**src/rtl/store_seq_pkg.sv**
```systemverilog
package store_seq_pkg;

  // number of reads in the command series
  localparam int unsigned SEQ_LEN = 6;
  // width of the progress counter
  localparam int unsigned STEP_W = $clog2(SEQ_LEN);

  // address expected at series position idx (16 bits, truncated by users)
  function automatic logic [15:0] seq_code(input int idx);
    logic [15:0] c;
    case (idx)
      0:       c = 16'h0000;
      1:       c = 16'h1555;
      2:       c = 16'h0AAA;
      3:       c = 16'h1FFF;
      4:       c = 16'h10F0;
      default: c = 16'h0F0F;
    endcase
    return c;
  endfunction

  // step value after an abort: a read of the first code restarts the series
  function automatic logic [STEP_W-1:0] restart_step(input logic first_hit);
    return first_hit ? STEP_W'(1) : '0;
  endfunction

endpackage

```
**src/rtl/seq_match.sv**
```systemverilog
module seq_match
  import store_seq_pkg::*;
#(
  parameter int unsigned ADDR_W = 13
) (
  input  logic [ADDR_W-1:0]  addr,
  output logic [SEQ_LEN-1:0] hit_vec
);

  // one full-width comparator per series position
  for (genvar i = 0; i < SEQ_LEN; i++) begin : g_cmp
    localparam logic [15:0] CODE = seq_code(i);
    assign hit_vec[i] = (addr == CODE[ADDR_W-1:0]);
  end

endmodule

```
**src/rtl/seq_gate.sv**
```systemverilog
module seq_gate (
  input  logic acc_vld,
  input  logic acc_rd,
  input  logic store_busy,
  input  logic store_go,
  output logic rd_ok,
  output logic wr_ok
);

  logic lockout;

  // the bus counts as disabled while the engine is busy or the pulse is out
  assign lockout = store_busy | store_go;
  assign rd_ok   = acc_vld &  acc_rd & ~lockout;
  assign wr_ok   = acc_vld & ~acc_rd & ~lockout;

endmodule

```
**src/rtl/seq_track.sv**
```systemverilog
module seq_track
  import store_seq_pkg::*;
(
  input  logic               clk,
  input  logic               rst_n,
  input  logic               rd_ok,
  input  logic               wr_ok,
  input  logic [SEQ_LEN-1:0] hit_vec,
  output logic [STEP_W-1:0]  step,
  output logic               go,
  output logic               hit_cur
);

  localparam logic [STEP_W-1:0] LAST = STEP_W'(SEQ_LEN - 1);

  logic [STEP_W-1:0] step_nxt;
  logic              fire;

  // pick the comparator for the position now expected
  always_comb begin
    hit_cur = 1'b0;
    for (int i = 0; i < SEQ_LEN; i++) begin
      if (step == STEP_W'(i)) hit_cur = hit_vec[i];
    end
  end

  always_comb begin
    step_nxt = step;
    fire     = 1'b0;
    if (wr_ok) begin
      step_nxt = '0;
    end else if (rd_ok) begin
      if (hit_cur) begin
        if (step == LAST) begin
          fire     = 1'b1;
          step_nxt = '0;
        end else begin
          step_nxt = step + STEP_W'(1);
        end
      end else begin
        step_nxt = restart_step(hit_vec[0]);
      end
    end
  end

  always_ff @(posedge clk) begin
    if (!rst_n) begin
      step <= '0;
      go   <= 1'b0;
    end else begin
      step <= step_nxt;
      go   <= fire;
    end
  end


  step_range_chk: assert property (@(posedge clk) disable iff (!rst_n)
    step <= LAST);


  go_pulse_chk: assert property (@(posedge clk) disable iff (!rst_n)
    go |=> !go);


  go_cause_chk: assert property (@(posedge clk) disable iff (!rst_n)
    go |-> ($past(step) == LAST && $past(rd_ok) && $past(hit_cur)));


  wr_abort_chk: assert property (@(posedge clk) disable iff (!rst_n)
    wr_ok |=> (step == '0 && !go));


  restart_chk: assert property (@(posedge clk) disable iff (!rst_n)
    (rd_ok && !hit_cur && hit_vec[0]) |=> (step == STEP_W'(1)));

endmodule

```
**src/rtl/store_seq_detect.sv**
```systemverilog
module store_seq_detect
  import store_seq_pkg::*;
#(
  parameter int unsigned ADDR_W = 13
) (
  input  logic              clk,
  input  logic              rst_n,
  input  logic              acc_vld,
  input  logic              acc_rd,
  input  logic [ADDR_W-1:0] acc_addr,
  input  logic              store_busy,
  output logic              store_go,
  output logic [STEP_W-1:0] seq_step
);

  logic [SEQ_LEN-1:0] hit_vec;
  logic               rd_ok;
  logic               wr_ok;
  logic               hit_cur;

  seq_match #(.ADDR_W(ADDR_W)) u_match (
    .addr    (acc_addr),
    .hit_vec (hit_vec)
  );

  seq_gate u_gate (
    .acc_vld    (acc_vld),
    .acc_rd     (acc_rd),
    .store_busy (store_busy),
    .store_go   (store_go),
    .rd_ok      (rd_ok),
    .wr_ok      (wr_ok)
  );

  seq_track u_track (
    .clk     (clk),
    .rst_n   (rst_n),
    .rd_ok   (rd_ok),
    .wr_ok   (wr_ok),
    .hit_vec (hit_vec),
    .step    (seq_step),
    .go      (store_go),
    .hit_cur (hit_cur)
  );


  busy_hold_chk: assert property (@(posedge clk) disable iff (!rst_n)
    store_busy |=> $stable(seq_step));


  go_lock_chk: assert property (@(posedge clk) disable iff (!rst_n)
    store_go |=> (seq_step == '0 && !store_go));


  idle_hold_chk: assert property (@(posedge clk) disable iff (!rst_n)
    !acc_vld |=> ($stable(seq_step) && !store_go));

endmodule

```
**config.mk**
```make
export PLATFORM = sky130hd
export DESIGN_NAME = store_seq_detect
export DESIGN_NICKNAME = d
export VERILOG_FILES = /design/src/rtl/store_seq_pkg.sv /design/src/rtl/seq_match.sv /design/src/rtl/seq_gate.sv /design/src/rtl/seq_track.sv /design/src/rtl/store_seq_detect.sv
export SDC_FILE = /design/constraint.sdc
export NUM_CORES = 1
export LEC_CHECK = 0
export CAP_MARGIN = 20
export CORE_AREA = 2 2 39 41
export CTS_CLUSTER_DIAMETER = 30
export DETAILED_ROUTE_END_ITERATION = 12
export DIE_AREA = 0 0 41 43
export DONT_BUFFER_PORTS = 1
export PLACE_DENSITY_LB_ADDON = 0.2
export SLEW_MARGIN = 20
export SYNTH_ARGS = -nofsm -noshare
export SYNTH_HDL_FRONTEND = slang
export SYNTH_SLANG_ARGS = --single-unit
```
**constraint.sdc**
```tcl
create_clock -name clk -period 2.4 [get_ports clk]
set_input_delay 0.12 -clock clk [delete_from_list [all_inputs] [get_ports clk]]
set_output_delay 0.12 -clock clk [all_outputs]
set_load 0.1 [all_outputs]
```
==> results_dict.tcl, run 1 <==
set metrics [dict create \
    outcome "complete, no violations" \
    ys_top_cells_by_area "dfxtp_1 (20%), nor2_1 (5.6%), nand2_1 (4.6%), and4_1 (4.3%), a2111oi_2 (3.7%)" \
    async_reset_ff_share_pct 0 \
    maxCapViolations 0 \
    layout_common_cells "nor2_1 (6), nand2_1 (5), buf_4 (5)" \
    setup_violations 0 \
    dp_cells 74 \
    cts_buffers 3 \
    hold_viol_final 0 \
    power.density_nw_per_um2 330 \
    highest_layer "met3" \
    peakVddDrop_mv 0.107 \
    start_util_pct 29.2 \
    grt-ovfl-total 0 \
    p_comb_share_pct 9.0 \
    swShare_pct 20.7 \
    p_leak_nw 0.164 \
    wl_met3_um 58 \
    synthXorXnorAreaFrac_pct 0 \
    yosys.area_share.adder_pct 3.10 \
    syn_nets 72 \
    clock_power_share_pct 50.0 \
    place.gp.congestion 0.816 \
    grt_pass1_vias 381 \
    instances_no_fill 78 \
    route.met2.wl_um 494 \
    fillCellCount 158 \
    syn_area_per_cell_sq_um 7.63 \
    min_path_type "input port to flop" \
    dieArea_sq_um 1760 \
    postCtsHoldBufs 1 \
    diodes 0 \
    yosys.area.top_type "dfxtp_1" \
    ios 22 \
    fin_crit_ps 1690 \
    rsz0062_at_grt "no" \
    detail_route.vias_per_cell 5.65 \
    antenna_found_initial 0 \
    cts-root-buf "clkbuf_4" \
    clock_path_buffers 2 \
    r2r_cells 7 \
    synthFlopType "dfxtp_1" \
    crit_path_end_kind "flop" \
    met1_length_um 458 \
    post_drt_wl_per_cell_um 13.0 \
    drtIter0Drc 5 \
    die_w_um 41 \
    min_period_over_period_pct 70.5 \
    synth_compound_area_share_pct 20.7 \
    wirelength_mm 1.01 \
    cts_tree "built" \
    seqPwrFrac_pct 41.0 \
    hpwl_um 850 \
    clock_latency_ps 230 \
    clock-sinks 4 \
    postCtsResizedCells 0 \
    clock-skew-final_ps 4.64 \
    ant_nets 0 \
    drcViolationCount 0 \
    muxShareOfSynthArea_pct 0 \
    port_buffers 0 \
    final_common_cell "nor2_1" \
    h-tree-depth 1 \
    tightest_slew_ps 441 \
    ys_warn_count 0 \
    layout.nets 83 \
    die_h_um 43 \
    vias 441 \
    synth_edf_count 0 \
    grt_util_all_layers_pct 14.1 \
    synth_top_area_share_pct 19.8 \
    ys_seq_elements 4 \
    netlist_instances 53 \
    post-route-util_pct 35.7 \
    clock.fmax_ghz 0.591 \
    coreArea_sq_um 1380 \
    drive_above_1_share_pct 21.0 \
    drv_slew 0 \
    critPathRequiredTime_ps 2580 \
    synth.distinct_cells 30 \
    first_pass_iters 3 \
    syn-cell-area_sq_um 404 \
    postCtsSetupRepairBufs 0 \
    grt_max_degree 8 \
    p_int_w 0.000129 \
    tns_ps 0 \
    whs_path_depth 2 \
    area_growth_pct 22.3 \
    start_kind "flop" \
    critical_path_class "flop to flop" \
    cts.reportedPaths.clkPinSlew_ps 40 \
    critPathMaxFanout 7 \
    row_count 14 \
    grt_pass1_wl_mm 1.66 \
    slew_headroom_pct 70.2 \
    yosysSeqAreaShare_pct 19.8 \
    whs_ps 8.88 \
    switching_power_w 0.0000338 \
    cp.arrival_ps 1870 \
    synth_top_family_by_area "simple AND/OR/NAND/NOR gates" \
    yosys.area_share.simple_pct 53.6 \
]
critical path, cell delays in order (launching register included):
cell       delay, ps
dfxtp_1          380
and2_1           180
ha_1             190
o21ai_0           80
a31oi_1          130
nand2b_4         170
a2111oi_2        350
o21a_1           140
power groups by stage:
stage,Sequential (W),Clock [W],Combinational [W]
after floorplan,0.0000679,0,0.0000100
after global placement,0.0000679,0,0.0000137
after detailed placement,0.0000679,0,0.0000134
after CTS,0.0000669,0.0000867,0.0000149
after global routing,0.0000667,0.0000933,0.0000164
final,0.0000669,0.0000816,0.0000147
logic make-up (layout without fill, tap and decap cells):
logic type,count (synthesis),after routing
AO/OA/AOI/OAI,11,11
adder cells (fa/ha/maj),1,1
buffers and inverters,3,12
flip-flops,4,4
AND/OR/NAND/NOR,34,34
sequential cells by signal, indices dropped and copies added, names as in the netlist:
name,cells
u_track.step,3
u_track.go,1
cells in the mapped netlist, types with 2 or more instances:
cell,instances
a31oi_1,2
nand2_1,5
nor4_1,2
and4_1,2
nand4_1,2
dfxtp_1,4
or3_1,2
nor2_1,6
nor3b_1,2
and2_1,2
o21ai_0,2
nor3_1,2
inv_1,3
worst paths after layout:
path | to | slack, ps | from
worst max-delay path | u_track.step[2] | 710 | u_track.step[0]
worst min-delay path | u_track.step[1] | 9 | rst_n
worst max register to register | u_track.step[2] | 710 | u_track.step[0]
worst min register to register | u_track.step[1] | 650 | u_track.step[1]
layer usage:
metal,track usage [%],vias to the layer above
li1,-,227
met3,4.71,0
met2,20.6,15
met5,0,-
met1,17.3,199
met4,8.00,0
final cells by class:
cell class,instances,area [sq um],share of cell area (%)
tap,16,20.0,4.05
multi-input combinational,46,313,63.3
inverter,3,11.3,2.28
sequential,4,80.1,16.2
timing repair buffer,6,47.5,9.62
clock buffer,3,22.5,4.56
stage by stage:
| stage | cell area [sq um] | total power, W | setup WS (ps) |
|---|---|---|---|
| after floorplan | 404 | 0.0000779 | 98.1 |
| after global placement | 462 | 0.0000816 | 666 |
| after detailed placement | 462 | 0.0000812 | 665 |
| after CTS | 494 | 0.000168 | 700 |
| after global routing | 494 | 0.000176 | 562 |
| final | 494 | 0.000163 | 709 |
No activity file was read; power rests on OpenSTA's default activity.
==> inputs of run 2 (changes only) <==
- clock period: 2.4 -> 1.6 ns (I/O delays scaled with it)
==> run 2 against run 1 <==
Against the previous run:
- via count grew 12%
- power grew 60%
- clock power grew 69%
- core utilization grew 8.0 points
- die area is the same
- sequential cell count is the same
- worst hold slack gained 15 ps
- non-clock buffer count grew 4
- final area grew 23%
- clock-buffer cell count grew 1
- sequential power grew 42%
- global-route usage grew 1.0 points
==> results_dict.tcl, run 2 (synthesis gave the netlist of run 1 again) <==
set metrics [dict create \
    outcome "complete, no violations" \
    rsz0062_at_grt "yes" \
    critical_path_class "flop to flop" \
    maxCapViolations 0 \
    cts_tree "built" \
    area_growth_pct 49.8 \
    min_from "rst_n" \
    reg2reg_from "u_track.step[1]" \
    clock.fmax_ghz 0.644 \
    largest_reg_flops 3 \
    top_register "u_track.step" \
    ios 22 \
    first_pass_iters 4 \
    critPathRequiredTime_ps 1730 \
    row_count 14 \
    vias 495 \
    postCtsSetupRepairBufs 0 \
    clock_latency_ps 240 \
    max_stage_delay_ps 360 \
    wirelength_mm 1.16 \
    drive_above_1_share_pct 43.3 \
    critPathMaxFanout 5 \
    dieArea_sq_um 1760 \
    setup_violations 0 \
    whs_path_depth 1 \
    h-tree-depth 1 \
    grt_pass1_vias 433 \
    r2r_cells 6 \
    min_path_type "input port to flop" \
    post_drt_wl_per_cell_um 14.0 \
    drtIter0Drc 16 \
    grt_pass1_wl_mm 1.81 \
    clock-skew-final_ps 5.91 \
    power_w 0.000261 \
    instances_no_fill 83 \
    min_period_over_period_pct 97.1 \
    grt_util_all_layers_pct 15.2 \
    fin_crit_ps 1550 \
    final_common_cell "buf_4" \
    diodes 0 \
    power.density_nw_per_um2 431 \
    detail_route.vias_per_cell 5.96 \
    start_kind "flop" \
    cpMaxStageDelayCell "dfxtp_4" \
    use_met1_pct 20.3 \
    crit_path_end_kind "flop" \
    grt_max_degree 7 \
    path_cells "and2_4 > ha_4 > and4_1 > a21oi_2 > nor3_1 > o31a_1" \
    r2r-end "u_track.step[0]" \
    antenna_found_initial 0 \
    cts_buffers 3 \
    tns_ps 0 \
    ant_nets 0 \
    use_met3_pct 4.71 \
    coreArea_sq_um 1380 \
    cts.reportedPaths.clkPinSlew_ps 40 \
    clock_path_buffers 2 \
    start_util_pct 29.2 \
    holdPathEnd "u_track.go" \
    busiest_layer "met2" \
    die_h_um 43 \
    slew_headroom_pct 74.8 \
    reg.largest.list "u_track.step x3, u_track.go x1" \
    drv_slew 0 \
    hold_viol_final 0 \
    tightest_slew_ps 373 \
    peakVddDrop_mv 0.220 \
    cts-root-buf "clkbuf_4" \
    use_met2_pct 20.9 \
    p_leak_nw 0.198 \
    dp_cells 78 \
    port_buffers 0 \
    die_w_um 41 \
    clock-sinks 4 \
    grt-ovfl-total 0 \
    layout.nets 87 \
    layout_common_cells "buf_4 (9), nor2_1 (6), nand2_1 (5)" \
    hpwl_um 868 \
    r2r_setup_slack_ps 50 \
    cp.arrival_ps 1680 \
    drcViolationCount 0 \
    place.gp.congestion 0.799 \
]
## run 2: repair_timing
item                                    in CTS  in global routing
resized for setup                            0                  2
hold endpoints to repair                     3                  0
endpoints found under the setup margin       0                  2
hold buffers                                 1                  0
## run 2: worst max path at each step
stage                                 end             from  slack [ps]  depth (start not counted)
after floorplan           u_track.step[2]  u_track.step[0]         -50                          7
after global placement    u_track.step[2]      acc_addr[9]         -50                          6
after detailed placement  u_track.step[2]      acc_addr[9]         -70                          6
after CTS                 u_track.step[2]  u_track.step[0]          40                          7
after global routing      u_track.step[0]  u_track.step[0]         -10                          6
final                     u_track.step[0]  u_track.step[1]          50                          6
## run 2: stage by stage
| stage | worst slack, ps | hold slack [ps] | utilization, % | cell area (sq um) |
|---|---|---|---|---|
| after floorplan | -47.4 | 186 | - | 469 |
| after global placement | -47.2 | 200 | 40.2 | 557 |
| after detailed placement | -71.1 | 192 | 40.2 | 557 |
| after CTS | 39.1 | 18.1 | 42.9 | 593 |
| after global routing | -12.3 | 13.0 | 43.8 | 606 |
| final | 46.7 | 23.8 | 43.8 | 606 |
## run 2: area by class of cell
class | instances | area (sq um)
clock buffer | 4 | 26.3
inverter | 3 | 13.8
multi-input combinational | 46 | 375
sequential | 4 | 92.6
timing repair buffer | 10 | 77.6
tap | 16 | 20.0
fill | 140 | 778
## run 2: per-layer routing
| metal | part of all wire, % | wire length [um] |
|---|---|---|
| met4 | 0.43 | 5 |
| met1 | 41 | 478 |
| met2 | 52 | 597 |
| met3 | 6.7 | 78 |
| met5 | 0 | 0 |
## run 2: power by group
part	switching (W)	internal, W	leakage [nW]	total (W)
Clock	0.0000444	0.0000938	0.0150	0.000138
Sequential	0.00000000150	0.0000951	0.0352	0.0000951
Combinational	0.0000146	0.0000129	0.148	0.0000275
Total	0.0000590	0.000202	0.198	0.000261
## run 2: critical path, delay by kind of cell (launching register included)
kind | cells | cell delay, ps
compound gates | 2 | 530
fa+ha+maj | 1 | 170
flops | 1 | 360
simple gates | 3 | 380
==> inputs of run 3 (changes only) <==
- CELL_PAD_IN_SITES_DETAIL_PLACEMENT: unset -> 0
- CELL_PAD_IN_SITES_GLOBAL_PLACEMENT: unset -> 1
==> run 3 against run 2 <==
Against the previous run:
- critical path depth did not move
- wire length fell by 2.8%
- global-route usage barely moved
- sequential cell count did not move
- worst setup slack improved by 10 ps
- highest routed layer is now met3
- worst hold slack got worse by 1.1 ps
- sequential share of layout area fell by 0.31 points
- maximum frequency rose by 0.67%
- critical path type unchanged
==> results_dict.tcl, run 3 (synthesis gave the netlist of run 1 again) <==
set metrics [dict create \
    grt_util_all_layers_pct 15.1 \
    hpwl_um 898 \
    layout.nets 89 \
    largest_reg_flops 3 \
    drv_slew 0 \
    cts_buffers 3 \
    peakVddDrop_mv 0.533 \
    post_drt_wl_per_cell_um 13.3 \
    die_w_um 41 \
    final_common_cell "buf_4" \
    min_from "rst_n" \
    max_stage_delay_ps 340 \
    reg.largest.list "u_track.step x3, u_track.go x1" \
    tightest_slew_ps 392 \
    multiInputGateArea_sq_um 373 \
    detail_route.vias_per_cell 5.64 \
    clock-skew-final_ps 4.71 \
    cp.arrival_ps 1660 \
    final-seq-area_sq_um 92.6 \
    grt_pass1_vias 438 \
    fillCellCount 144 \
    cts.reportedPaths.clkPinSlew_ps 40 \
    port_buffers 0 \
    drtIter0Drc 11 \
    min_path_type "input port to flop" \
    hold_viol_final 0 \
    fin_crit_ps 1540 \
    r2r_cells 6 \
    cts-root-buf "clkbuf_4" \
    die_h_um 43 \
    antenna_found_initial 0 \
    start_kind "flop" \
    tns_ps 0 \
    critPathRequiredTime_ps 1720 \
    clock_path_buffers 2 \
    power_w 0.000257 \
    dieArea_sq_um 1760 \
    r2r_setup_slack_ps 60 \
    coreArea_sq_um 1380 \
    wirelength_mm 1.13 \
    drive_above_1_share_pct 46.4 \
    use_met1_pct 22.1 \
    outcome "complete, no violations" \
    reg2reg_from "u_track.step[0]" \
    clock.fmax_ghz 0.648 \
    use_met2_pct 20.0 \
    p_leak_nw 0.207 \
    start_util_pct 29.2 \
    place.gp.congestion 0.912 \
    whs_ps 22.7 \
    row_count 14 \
    vias 479 \
    maxCapViolations 0 \
    slew_headroom_pct 73.5 \
    top_register "u_track.step" \
    r2r-end "u_track.step[0]" \
    layout_common_cells "buf_4 (11), nor2_1 (6), nand2_1 (5)" \
    crit_path_end_kind "flop" \
    ios 22 \
    cpMaxStageDelayCell "dfxtp_4" \
    power.density_nw_per_um2 416 \
    busiest_layer "met1" \
    diodes 0 \
    critPathMaxFanout 4 \
    holdPathEnd "u_track.go" \
    clock-sinks 4 \
    path_cells "and2_4 > ha_4 > nor4_2 > a21oi_2 > and3_1 > o31a_1" \
    grt-ovfl-total 0 \
    grt_pass1_wl_mm 1.84 \
    critical_path_class "flop to flop" \
    ant_nets 0 \
    clock_latency_ps 230 \
    area_growth_pct 52.9 \
    grt_max_degree 7 \
    first_pass_iters 4 \
    h-tree-depth 1 \
    cts_tree "built" \
    min_period_over_period_pct 96.4 \
    use_met3_pct 6.28 \
    drcViolationCount 0 \
    post-route-util_pct 44.7 \
    whs_path_depth 1 \
    setup_violations 0 \
]
==> run 3: per-layer routing <==
layer / share of wire, % / routed length [um] / up-vias
li1: - / - / 240
met1: 47 / 525 / 227
met2: 48 / 544 / 12
met3: 5.1 / 57 / 0
met4: 0 / 0 / 0
met5: 0 / 0 / -
==> run 3: through the flow <==
step | setup WS [ps] | cell area [sq um] | cells
3_3_place_gp | -45.4 | 564 | 79
2_1_floorplan | -47.4 | 469 | 53
5_1_grt | -10.3 | 618 | 85
3_5_place_dp | -57.6 | 564 | 79
4_1_cts | 62.5 | 601 | 84
6_report | 56.9 | 618 | 85
==> run 3: worst max-delay path: cells and delay by family (launching register included) <==
| kind | cells | cell delay [ps] |
|---|---|---|
| AND/OR/NAND/NOR | 3 | 560 |
| AO/OA/AOI/OAI | 2 | 370 |
| adder cells (fa/ha/maj) | 1 | 160 |
| flip-flops | 1 | 340 |
==> run 3: how the worst max path moves through the flow <==
stage	to	from	slack [ps]
4_1_cts	u_track.step[2]	u_track.step[0]	60
3_3_place_gp	u_track.step[2]	acc_addr[9]	-50
5_1_grt	u_track.step[2]	u_track.step[1]	-10
2_1_floorplan	u_track.step[2]	u_track.step[0]	-50
6_report	u_track.step[0]	u_track.step[0]	60
3_5_place_dp	u_track.step[2]	acc_addr[9]	-60
==> run 3: final cells by class <==
cell class	instances	area share [%]
multi-input combinational	46	60.3
sequential	4	15.0
timing repair buffer	12	15.0
clock buffer	4	4.25
tap	16	3.24
inverter	3	2.23
==> run 3: timing repair <==
item / in CTS / in global routing
resized for setup: 0 / 2
hold buffers: 1 / 0
buffers inserted: 0 / 1
endpoints found under the hold margin: 3 / 0
endpoints found under the setup margin: 0 / 1
==> run 3: power breakdown <==
part	switching (W)	internal (W)	total [W]
sequential	0.00000000110	0.0000951	0.0000951
combinational	0.0000146	0.0000135	0.0000281
clock	0.0000406	0.0000935	0.000134
